[config.mk]
export PLATFORM = sky130hd
export DESIGN_NAME = slfifo_stream_rd
export DESIGN_NICKNAME = d
export VERILOG_FILES = /design/src/rtl/slfifo_rd_pkg.sv /design/src/rtl/slfifo_rd_fsm.sv /design/src/rtl/slfifo_rd_capture.sv /design/src/rtl/slfifo_stream_rd.sv
export SDC_FILE = /design/constraint.sdc
export NUM_CORES = 1
export LEC_CHECK = 0
export BUFFER_PORTS_ARGS = -buffer_cell sky130_fd_sc_hd__buf_2
export CAP_MARGIN = 20
export CORE_MARGIN = 2
export CORE_UTILIZATION = 46
export DETAILED_ROUTE_END_ITERATION = 12
export PLACE_DENSITY_LB_ADDON = 0.05
export SETUP_SLACK_MARGIN = 0.5
export SLEW_MARGIN = 20
export SYNTH_ARGS = -nofsm -noshare
export SYNTH_HDL_FRONTEND = slang
export SYNTH_SLANG_ARGS = --single-unit
[constraint.sdc]
create_clock -name clk -period 1.33 [get_ports clk]
set_input_delay 0.133 -clock clk [delete_from_list [all_inputs] [get_ports clk]]
set_output_delay 0.133 -clock clk [all_outputs]
set_load 0.005 [all_outputs]
[src/rtl/slfifo_rd_pkg.sv]
package slfifo_rd_pkg;

    typedef enum logic [2:0] {
        ST_IDLE      = 3'd0,
        ST_WAIT_FLAG = 3'd1,
        ST_READ      = 3'd2,
        ST_DRAIN     = 3'd3,
        ST_DONE      = 3'd4
    } rd_state_t;

endpackage

[src/rtl/slfifo_rd_fsm.sv]
module slfifo_rd_fsm
    import slfifo_rd_pkg::*;
#(
    parameter int REMAIN = 5,
    parameter int CNT_W  = 3
) (
    input  logic             clk,
    input  logic             rst_n,
    input  logic             buf_ready_i,
    input  logic             part_n_i,
    input  logic             sink_ready_i,
    output logic             cs_n_o,
    output logic             oe_n_o,
    output logic             rd_n_o,
    output rd_state_t        state_o,
    output logic [CNT_W-1:0] cnt_o
);

    rd_state_t        state_q, state_d;
    logic [CNT_W-1:0] cnt_q, cnt_d;
    logic             strobe;

    // State register
    always_ff @(posedge clk) begin
        if (!rst_n) begin
            state_q <= ST_IDLE;
            cnt_q   <= '0;
        end else begin
            state_q <= state_d;
            cnt_q   <= cnt_d;
        end
    end

    // Next-state logic
    always_comb begin
        state_d = state_q;
        cnt_d   = cnt_q;
        unique case (state_q)
            ST_IDLE: begin
                if (buf_ready_i) state_d = ST_WAIT_FLAG;
            end
            ST_WAIT_FLAG: begin
                if (sink_ready_i) state_d = ST_READ;
            end
            ST_READ: begin
                // partial flag counts only on a cycle that actually strobes
                if (sink_ready_i && !part_n_i) begin
                    state_d = ST_DRAIN;
                    cnt_d   = CNT_W'(REMAIN);
                end
            end
            ST_DRAIN: begin
                cnt_d = cnt_q - 1'b1;
                if (cnt_q == CNT_W'(1)) state_d = ST_DONE;
            end
            ST_DONE: begin
                state_d = ST_IDLE;
            end
            default: state_d = ST_IDLE;
        endcase
    end

    // Output logic
    always_comb begin
        cs_n_o = 1'b1;
        oe_n_o = 1'b1;
        strobe = 1'b0;
        unique case (state_q)
            ST_IDLE, ST_DONE: ;
            ST_WAIT_FLAG: begin
                cs_n_o = 1'b0;
                oe_n_o = 1'b0;
            end
            ST_READ: begin
                cs_n_o = 1'b0;
                oe_n_o = 1'b0;
                strobe = sink_ready_i;
            end
            ST_DRAIN: begin
                cs_n_o = 1'b0;
                oe_n_o = 1'b0;
                strobe = (cnt_q > CNT_W'(2));
            end
            default: ;
        endcase
        rd_n_o = ~strobe;
    end

    assign state_o = state_q;
    assign cnt_o   = cnt_q;

endmodule

[src/rtl/slfifo_rd_capture.sv]
module slfifo_rd_capture #(
    parameter int DATA_W = 32,
    parameter int LAT    = 2
) (
    input  logic              clk,
    input  logic              rst_n,
    input  logic              rd_n_i,
    input  logic [DATA_W-1:0] bus_i,
    output logic              valid_o,
    output logic [DATA_W-1:0] data_o
);

    logic [LAT:0] strobe_pipe;

    assign strobe_pipe[0] = ~rd_n_i;

    // one flop per cycle of bridge read latency
    for (genvar g = 1; g <= LAT; g++) begin : g_lat
        always_ff @(posedge clk) begin
            if (!rst_n) strobe_pipe[g] <= 1'b0;
            else        strobe_pipe[g] <= strobe_pipe[g-1];
        end
    end

    always_ff @(posedge clk) begin
        if (!rst_n) begin
            valid_o <= 1'b0;
            data_o  <= '0;
        end else begin
            valid_o <= strobe_pipe[LAT];
            if (strobe_pipe[LAT]) data_o <= bus_i;
        end
    end

endmodule

[src/rtl/slfifo_stream_rd.sv]
module slfifo_stream_rd
    import slfifo_rd_pkg::*;
#(
    parameter int DATA_W    = 32,
    parameter int WATERMARK = 6,
    parameter int RD_LAT    = 2
) (
    input  logic              clk,
    input  logic              rst_n,
    input  logic              buf_ready_i,
    input  logic              part_n_i,
    input  logic [DATA_W-1:0] fifo_data_i,
    output logic              cs_n_o,
    output logic              oe_n_o,
    output logic              rd_n_o,
    output logic              wr_n_o,
    output logic              pktend_n_o,
    input  logic              sink_ready_i,
    output logic              out_valid_o,
    output logic [DATA_W-1:0] out_data_o
);

    localparam int WORDS_PER_UNIT = 32 / DATA_W;
    localparam int REMAIN         = WATERMARK * WORDS_PER_UNIT - 1;
    localparam int CNT_W          = $clog2(REMAIN + 1);

    rd_state_t        fsm_state;
    logic [CNT_W-1:0] drain_cnt;

    slfifo_rd_fsm #(
        .REMAIN (REMAIN),
        .CNT_W  (CNT_W)
    ) u_fsm (
        .clk          (clk),
        .rst_n        (rst_n),
        .buf_ready_i  (buf_ready_i),
        .part_n_i     (part_n_i),
        .sink_ready_i (sink_ready_i),
        .cs_n_o       (cs_n_o),
        .oe_n_o       (oe_n_o),
        .rd_n_o       (rd_n_o),
        .state_o      (fsm_state),
        .cnt_o        (drain_cnt)
    );

    slfifo_rd_capture #(
        .DATA_W (DATA_W),
        .LAT    (RD_LAT)
    ) u_cap (
        .clk     (clk),
        .rst_n   (rst_n),
        .rd_n_i  (rd_n_o),
        .bus_i   (fifo_data_i),
        .valid_o (out_valid_o),
        .data_o  (out_data_o)
    );

    assign wr_n_o     = 1'b1;
    assign pktend_n_o = 1'b1;

endmodule

# --- Word-level counts from Yosys, hierarchy flattened ---
# Index checks and enable logic that the tools add are counted.
word_totals:
  ff_bits: 41
  output_inout_bits: 38
  word_cells: 33
classes:
  n_addsub: 1
  n_lt_le_gt_ge: 1
  n_eq_ne: 8
  mux: 9
  bitwise_logic: 1
  n_reduce_logical: 7
op_table:
  columns: ["op", "n"]
  rows:
  - ["3-bit two-way mux", 5]
  - ["3-bit case mux with 4 select lines", 1]
  - ["3-bit by 1-bit equality test with 1-bit output (second input constant)", 2]
  - ["3-bit by 2-bit equality test with 1-bit output (second input constant)", 2]
  - ["3-bit case mux with 2 select lines", 1]
  - ["2-bit by 1-bit inequality test with 1-bit output (second input constant)", 2]
  - ["2-bit inequality test (second input constant)", 2]
  - ["4-bit AND reduction", 1]
  - ["3-bit by 2-bit greater-than comparator with 1-bit output (second input constant)", 1]
  - ["3-bit zero test", 1]
  - ["3-bit OR reduction", 1]
  - ["3-bit by 1-bit subtractor with 3-bit output (second input constant)", 1]
  - ["1-bit case mux with 2 select lines", 1]
  - ["2-bit AND reduction", 1]
  - ["2-bit nonzero test", 1]
  - ["1-bit logical AND", 1]
  - ["1-bit zero test", 1]
  - ["1-bit two-way mux", 1]
  - ["1-bit inverter", 1]

# --- Longest topological paths before layout ---
depth:
  depth_word: 4
  ltp_mapped: 5

# --- Modules after synthesis ---
# A second synthesis with hierarchy kept.
unflattened:
  hier_cells: 151
  hier_area_um2: 1716.6
by_module_without_submodules:
  columns: ["mod", "instances", "cells_each", "area_each_um2", "seq_area_each_um2"]
  rows:
  - ["slfifo_rd_capture", 1, 109, 1322.5, 700.7]
  - ["slfifo_rd_fsm", 1, 39, 375.4, 120.1]
  - ["slfifo_stream_rd", 1, 3, 18.8, 0.0]

# --- Least setup slack after synthesis ---
# Ideal clock, no wire load.
synth_path:
  path_type: "register to register"
  start: "register u_fsm.cnt_q[0] (netlist: u_fsm.cnt_o[0])"
  end: "register u_fsm.cnt_q[1] (netlist: u_fsm.cnt_o[1])"
  setup_time_ns: 0.070
  arrival_ns: 1.079
  t_required_ns: 1.260
  path_slack_ns: 0.181
  stages_incl_launch_ff: 6
  path_buffers: 0
  period_less_slack_ns: 1.149
  cell_sequence: "dfxtp_1 > inv_1 > ha_1 > and4bb_1 > a21oi_1 > a21oi_1"
synth_between:
  elab_chain_len: 2
synth_lines:
  columns: ["element", "line_no", "text"]
  rows:
  - ["from (decl)", "slfifo_rd_fsm.sv:20", "logic [CNT_W-1:0] cnt_q, cnt_d;"]
  - ["from (signal assigned)", "slfifo_rd_fsm.sv:30", "cnt_q <= cnt_d;"]
  - ["3-bit by 1-bit subtractor with 3-bit output", "slfifo_rd_fsm.sv:53", "cnt_d = cnt_q - 1'b1;"]
  - ["3-bit case mux with 2 select lines", "slfifo_rd_fsm.sv:38", "unique case (state_q)"]
# Every way passes these cells.
# A chain may end at the register's enable or synchronous reset.

# --- Final worst setup path ---
layout_path:
  start: "register u_fsm.cnt_q[0] (netlist: u_fsm.cnt_o[0])"
  end: "output rd_n_o"
layout_between:
  elab_chain_len: 3
layout_lines:
  columns: ["element", "line_no", "text"]
  rows:
  - ["3-bit by 2-bit greater-than comparator with 1-bit output", "slfifo_rd_fsm.sv:82", "strobe = (cnt_q > CNT_W'(2));"]
  - ["1-bit case mux with 2 select lines", "slfifo_rd_fsm.sv:68", "unique case (state_q)"]
  - ["1-bit inverter", "slfifo_rd_fsm.sv:86", "rd_n_o = ~strobe;"]
  - ["to (decl)", "slfifo_stream_rd.sv:15", "output logic rd_n_o,"]
# Every way passes these cells.

==> impl_metrics.xml <==
<?xml version="1.0" encoding="UTF-8"?>
<metrics>
  <group name="place">
    <metric name="dpl_wire_length" unit="µm">2350</metric>
    <metric name="detailed_place.area" unit="mm²">0.00202</metric>
    <metric name="io_buffers" unit="">72</metric>
    <metric name="weighted_congestion_at_the_end_of_routability_driven_global_placement" unit="">0.781</metric>
    <metric name="dpl.cell_count" unit="">269</metric>
  </group>
  <group name="min_path">
    <metric name="hold_path.class" unit="">in -&gt; reg</metric>
    <metric name="hold_path_depth" unit="">3</metric>
  </group>
  <group name="finish">
    <metric name="filler_cell_count" unit="">217</metric>
    <metric name="drive_gt1_share" unit="%">66.9</metric>
    <metric name="layout-area-overhead-vs-synth" unit="%">64.9</metric>
    <metric name="fin_cells" unit="">303</metric>
    <metric name="antenna_cells" unit="">0</metric>
    <metric name="finish.net_count" unit="">296</metric>
    <metric name="postLayoutCellArea" unit="mm²">0.00268</metric>
    <metric name="finalCoreUtilization" unit="%">79.8</metric>
  </group>
  <group name="worst_setup_path">
    <metric name="setup.worst_path.end_class" unit="">output pin</metric>
    <metric name="worst_path_largest_cell_delay" unit="ps">360</metric>
    <metric name="worst_path_dominant_cell_family" unit="">flip-flops</metric>
    <metric name="r2r.worst_path.cells" unit="">7</metric>
    <metric name="worst-path-buf-inv" unit="">2</metric>
    <metric name="critical_path_class" unit="">reg -&gt; out</metric>
    <metric name="crit_fanout" unit="">2</metric>
    <metric name="timing.critical_path.required" unit="ps">1200</metric>
    <metric name="crit_chain" unit="">inv_2 &gt; ha_4 &gt; o21ai_4 &gt; o211ai_1 &gt; buf_2</metric>
    <metric name="cp-start-kind" unit="">register</metric>
    <metric name="worst-endpoint-arrival" unit="ps">1280</metric>
    <metric name="cp_max_delay_cell" unit="">sky130_fd_sc_hd__dfxtp_2</metric>
    <metric name="cp.depth" unit="">5</metric>
  </group>
  <group name="synthesis">
    <metric name="synth_top_cells_by_area" unit="">sky130_fd_sc_hd__dfxtp_1 50%, sky130_fd_sc_hd__mux2i_1 20%, sky130_fd_sc_hd__nor2_1 7.6%</metric>
    <metric name="number_of_flops_mapped_to_enable_cells_by_yosys" unit="">0</metric>
    <metric name="postSynth.topFlopCell" unit="">sky130_fd_sc_hd__dfxtp_1</metric>
    <metric name="asyncSetResetFlopFracSynth" unit="%">0</metric>
    <metric name="ys_top_cells_by_count" unit="">41 x sky130_fd_sc_hd__dfxtp_1, 33 x sky130_fd_sc_hd__nor2_1, 32 x sky130_fd_sc_hd__mux2i_1, 5 x sky130_fd_sc_hd__inv_1</metric>
    <metric name="synth_top_cell_by_area" unit="">sky130_fd_sc_hd__dfxtp_1</metric>
    <metric name="yosysMostFrequentCell" unit="">sky130_fd_sc_hd__dfxtp_1</metric>
    <metric name="synth_sequential_area_ratio" unit="%">50.5</metric>
    <metric name="synth_seq_cells" unit="">41</metric>
    <metric name="synthesis.instances" unit="">157</metric>
    <metric name="synth_cell_types" unit="">31</metric>
    <metric name="netlist_area_pre_place" unit="mm²">0.00163</metric>
    <metric name="mean_instance_size_in_the_synthesized_netlist" unit="µm²">10.4</metric>
    <metric name="yosysWarnings" unit="">0</metric>
    <metric name="yosys.area.top_type_share" unit="%">50.5</metric>
  </group>
  <group name="global_route">
    <metric name="grtUsageTotal" unit="%">20.6</metric>
    <metric name="grt_first_pass_wirelength" unit="µm">6510</metric>
    <metric name="grt_max_degree" unit="">22</metric>
    <metric name="aggregate_global_routing_overflow" unit="">0</metric>
    <metric name="antenna_violations_before_repair" unit="">0</metric>
    <metric name="vias_in_the_first_global_route" unit="">1481</metric>
  </group>
  <group name="clock_tree">
    <metric name="number_of_buffers_created_by_cts" unit="">5</metric>
    <metric name="clock_latency" unit="ps">330</metric>
    <metric name="clkTransAtPathRegs" unit="ps">110</metric>
    <metric name="clk_path_buf_depth" unit="">2</metric>
    <metric name="htree_num_levels" unit="">2</metric>
    <metric name="cts-root-buf" unit="">sky130_fd_sc_hd__clkbuf_4</metric>
    <metric name="clock_tree_from_tritoncts" unit="">done</metric>
    <metric name="numClockSinks" unit="">41</metric>
    <metric name="postCtsHoldBufs" unit="">0</metric>
  </group>
  <group name="power_and_ir_drop">
    <metric name="leakagePower" unit="nW">1.19</metric>
    <metric name="power_density" unit="mW/mm²">926</metric>
    <metric name="vdd_ir_drop_max" unit="mV">0.752</metric>
  </group>
  <group name="routing">
    <metric name="drt_iter0_markers" unit="">67</metric>
    <metric name="drc_violations_left" unit="">0</metric>
    <metric name="drtPass1Iterations" unit="">3</metric>
    <metric name="final_antenna_net_count" unit="">0</metric>
    <metric name="drt-vias-per-instance" unit="">4.77</metric>
    <metric name="avgRoutedWirePerCell" unit="µm">13.3</metric>
    <metric name="vias" unit="">1445</metric>
    <metric name="finalWirelength" unit="µm">4050</metric>
  </group>
  <group name="sta">
    <metric name="fmax" unit="MHz">710</metric>
    <metric name="fin_worst_skew" unit="ps">3.31</metric>
    <metric name="final_max_slew_viol_count" unit="">0</metric>
    <metric name="worst_hold_slack" unit="ps">33.8</metric>
    <metric name="fin_setup_tns" unit="ps">-131</metric>
    <metric name="final_critical_period" unit="ps">1410</metric>
    <metric name="timing_hold_violations_final" unit="">0</metric>
    <metric name="final.setup.worst_slack" unit="ps">-78.4</metric>
    <metric name="setup_viol" unit="">2</metric>
    <metric name="setup_repair_after_global_routing_missed_its_margin" unit="">yes</metric>
    <metric name="period_share" unit="%">106</metric>
  </group>
  <group name="floorplanning">
    <metric name="die_width" unit="µm">63.5</metric>
    <metric name="number_of_primary_i_o_pins" unit="">75</metric>
    <metric name="die_height" unit="µm">63.5</metric>
    <metric name="floorplan.rows" unit="">21</metric>
    <metric name="design.die.area" unit="mm²">0.00403</metric>
    <metric name="start_util" unit="%">48.4</metric>
    <metric name="core_region_area" unit="mm²">0.00336</metric>
  </group>
  <group name="job">
    <metric name="max_cap_viol_count" unit="">0</metric>
  </group>
  <group name="run_status">
    <metric name="run_status" unit="">finished, violations left</metric>
    <metric name="failed_checks" unit="">negative setup slack</metric>
  </group>
</metrics>
[flip-flops by register name, summed over array words and instances (netlist names)]
register,flops
u_fsm.state_o,3
u_cap.strobe_pipe,2
u_cap.valid_o,1
u_cap.data_o,32
u_fsm.cnt_o,3
[layout by cell type (no fill, tap or decap), types with 2 or more instances in the layout]
| cell | n |
|---|---|
| sky130_fd_sc_hd__buf_2 | 65 |
| sky130_fd_sc_hd__dfxtp_2 | 35 |
| sky130_fd_sc_hd__nor2_1 | 33 |
| sky130_fd_sc_hd__mux2i_1 | 26 |
| sky130_fd_sc_hd__buf_6 | 19 |
| sky130_fd_sc_hd__buf_4 | 10 |
| sky130_fd_sc_hd__mux2i_2 | 5 |
| sky130_fd_sc_hd__clkbuf_4 | 5 |
| sky130_fd_sc_hd__inv_2 | 4 |
| sky130_fd_sc_hd__buf_16 | 4 |
| sky130_fd_sc_hd__buf_12 | 4 |
| sky130_fd_sc_hd__dfxtp_4 | 4 |
| sky130_fd_sc_hd__a21oi_1 | 3 |
| sky130_fd_sc_hd__ha_4 | 3 |
| sky130_fd_sc_hd__nand3_1 | 2 |
| sky130_fd_sc_hd__nor3_1 | 2 |
| sky130_fd_sc_hd__conb_1 | 2 |
| sky130_fd_sc_hd__dfxtp_1 | 2 |
[power breakdown]
group	leakage (nW)	switching, mW	internal, mW	total, mW
clock network	0.0455	0.379	0.449	0.828
registers	0.352	0.0260	1.25	1.28
logic	0.795	0.159	0.218	0.377
total	1.19	0.564	1.92	2.48
[kinds of logic after synthesis]
kind of cell,share of synthesized area [%]
flip-flops,50.5
AND/OR/NAND/NOR,15.1
AO/OA/AOI/OAI,5.46
other,0.231
adder cells (fa/ha/maj),2.31
multiplexers,19.7
buffers and inverters,6.77
[worst register-to-register path: stages (launching register included)]
cell                       delay [ps]
sky130_fd_sc_hd__dfxtp_2          360
sky130_fd_sc_hd__inv_2             50
sky130_fd_sc_hd__buf_4            130
sky130_fd_sc_hd__buf_6            110
sky130_fd_sc_hd__ha_4             240
sky130_fd_sc_hd__and4bb_1         190
sky130_fd_sc_hd__a21oi_1          110
sky130_fd_sc_hd__a21oi_1           80
[stage by stage]
stage	setup WS [ps]	power (mW)
2_1_floorplan	255	1.44
3_3_place_gp	220	1.52
3_5_place_dp	179	1.53
4_1_cts	-87.5	2.45
5_1_grt	-133	2.60
6_report	-78.4	2.48
[path summary, 6_finish.rpt]
kind	slack (ps)	end	from
max	-80	rd_n_o	u_fsm.cnt_o[0]
min	30	u_cap.data_o[0]	fifo_data_i[0]
max reg2reg	-50	u_fsm.cnt_o[1]	u_fsm.cnt_o[0]
min reg2reg	460	u_cap.strobe_pipe[2]	u_cap.strobe_pipe[1]
[repair_timing]
item                       in CTS  in global routing
cloned                          4                  0
gates resized for setup        66                 24
setup endpoints to repair      75                 76
buffers inserted               15                  7
pin swaps                       9                  9
[area by class of cell]
class / instances / area [µm²] / area share [%]
Multi-Input combinational cell: 100 / 831 / 31.0
Tap cell: 46 / 57.6 / 2.15
Clock buffer: 7 / 55.1 / 2.05
Timing Repair Buffer: 102 / 805 / 30.0
Sequential cell: 41 / 880 / 32.8
Inverter: 6 / 25.0 / 0.933
Clock inverter: 1 / 30.0 / 1.12
[per-layer routing]
| metal | share of wire, % | global-route usage, % | vias to the layer above |
|---|---|---|---|
| met5 | 0 | 0 | - |
| met4 | 2.0 | 9.24 | 0 |
| met3 | 5.3 | 4.64 | 8 |
| met2 | 50 | 35.5 | 47 |
| met1 | 42 | 24.2 | 666 |
| li1 | - | - | 724 |
(Power assumes the default switching activity.)
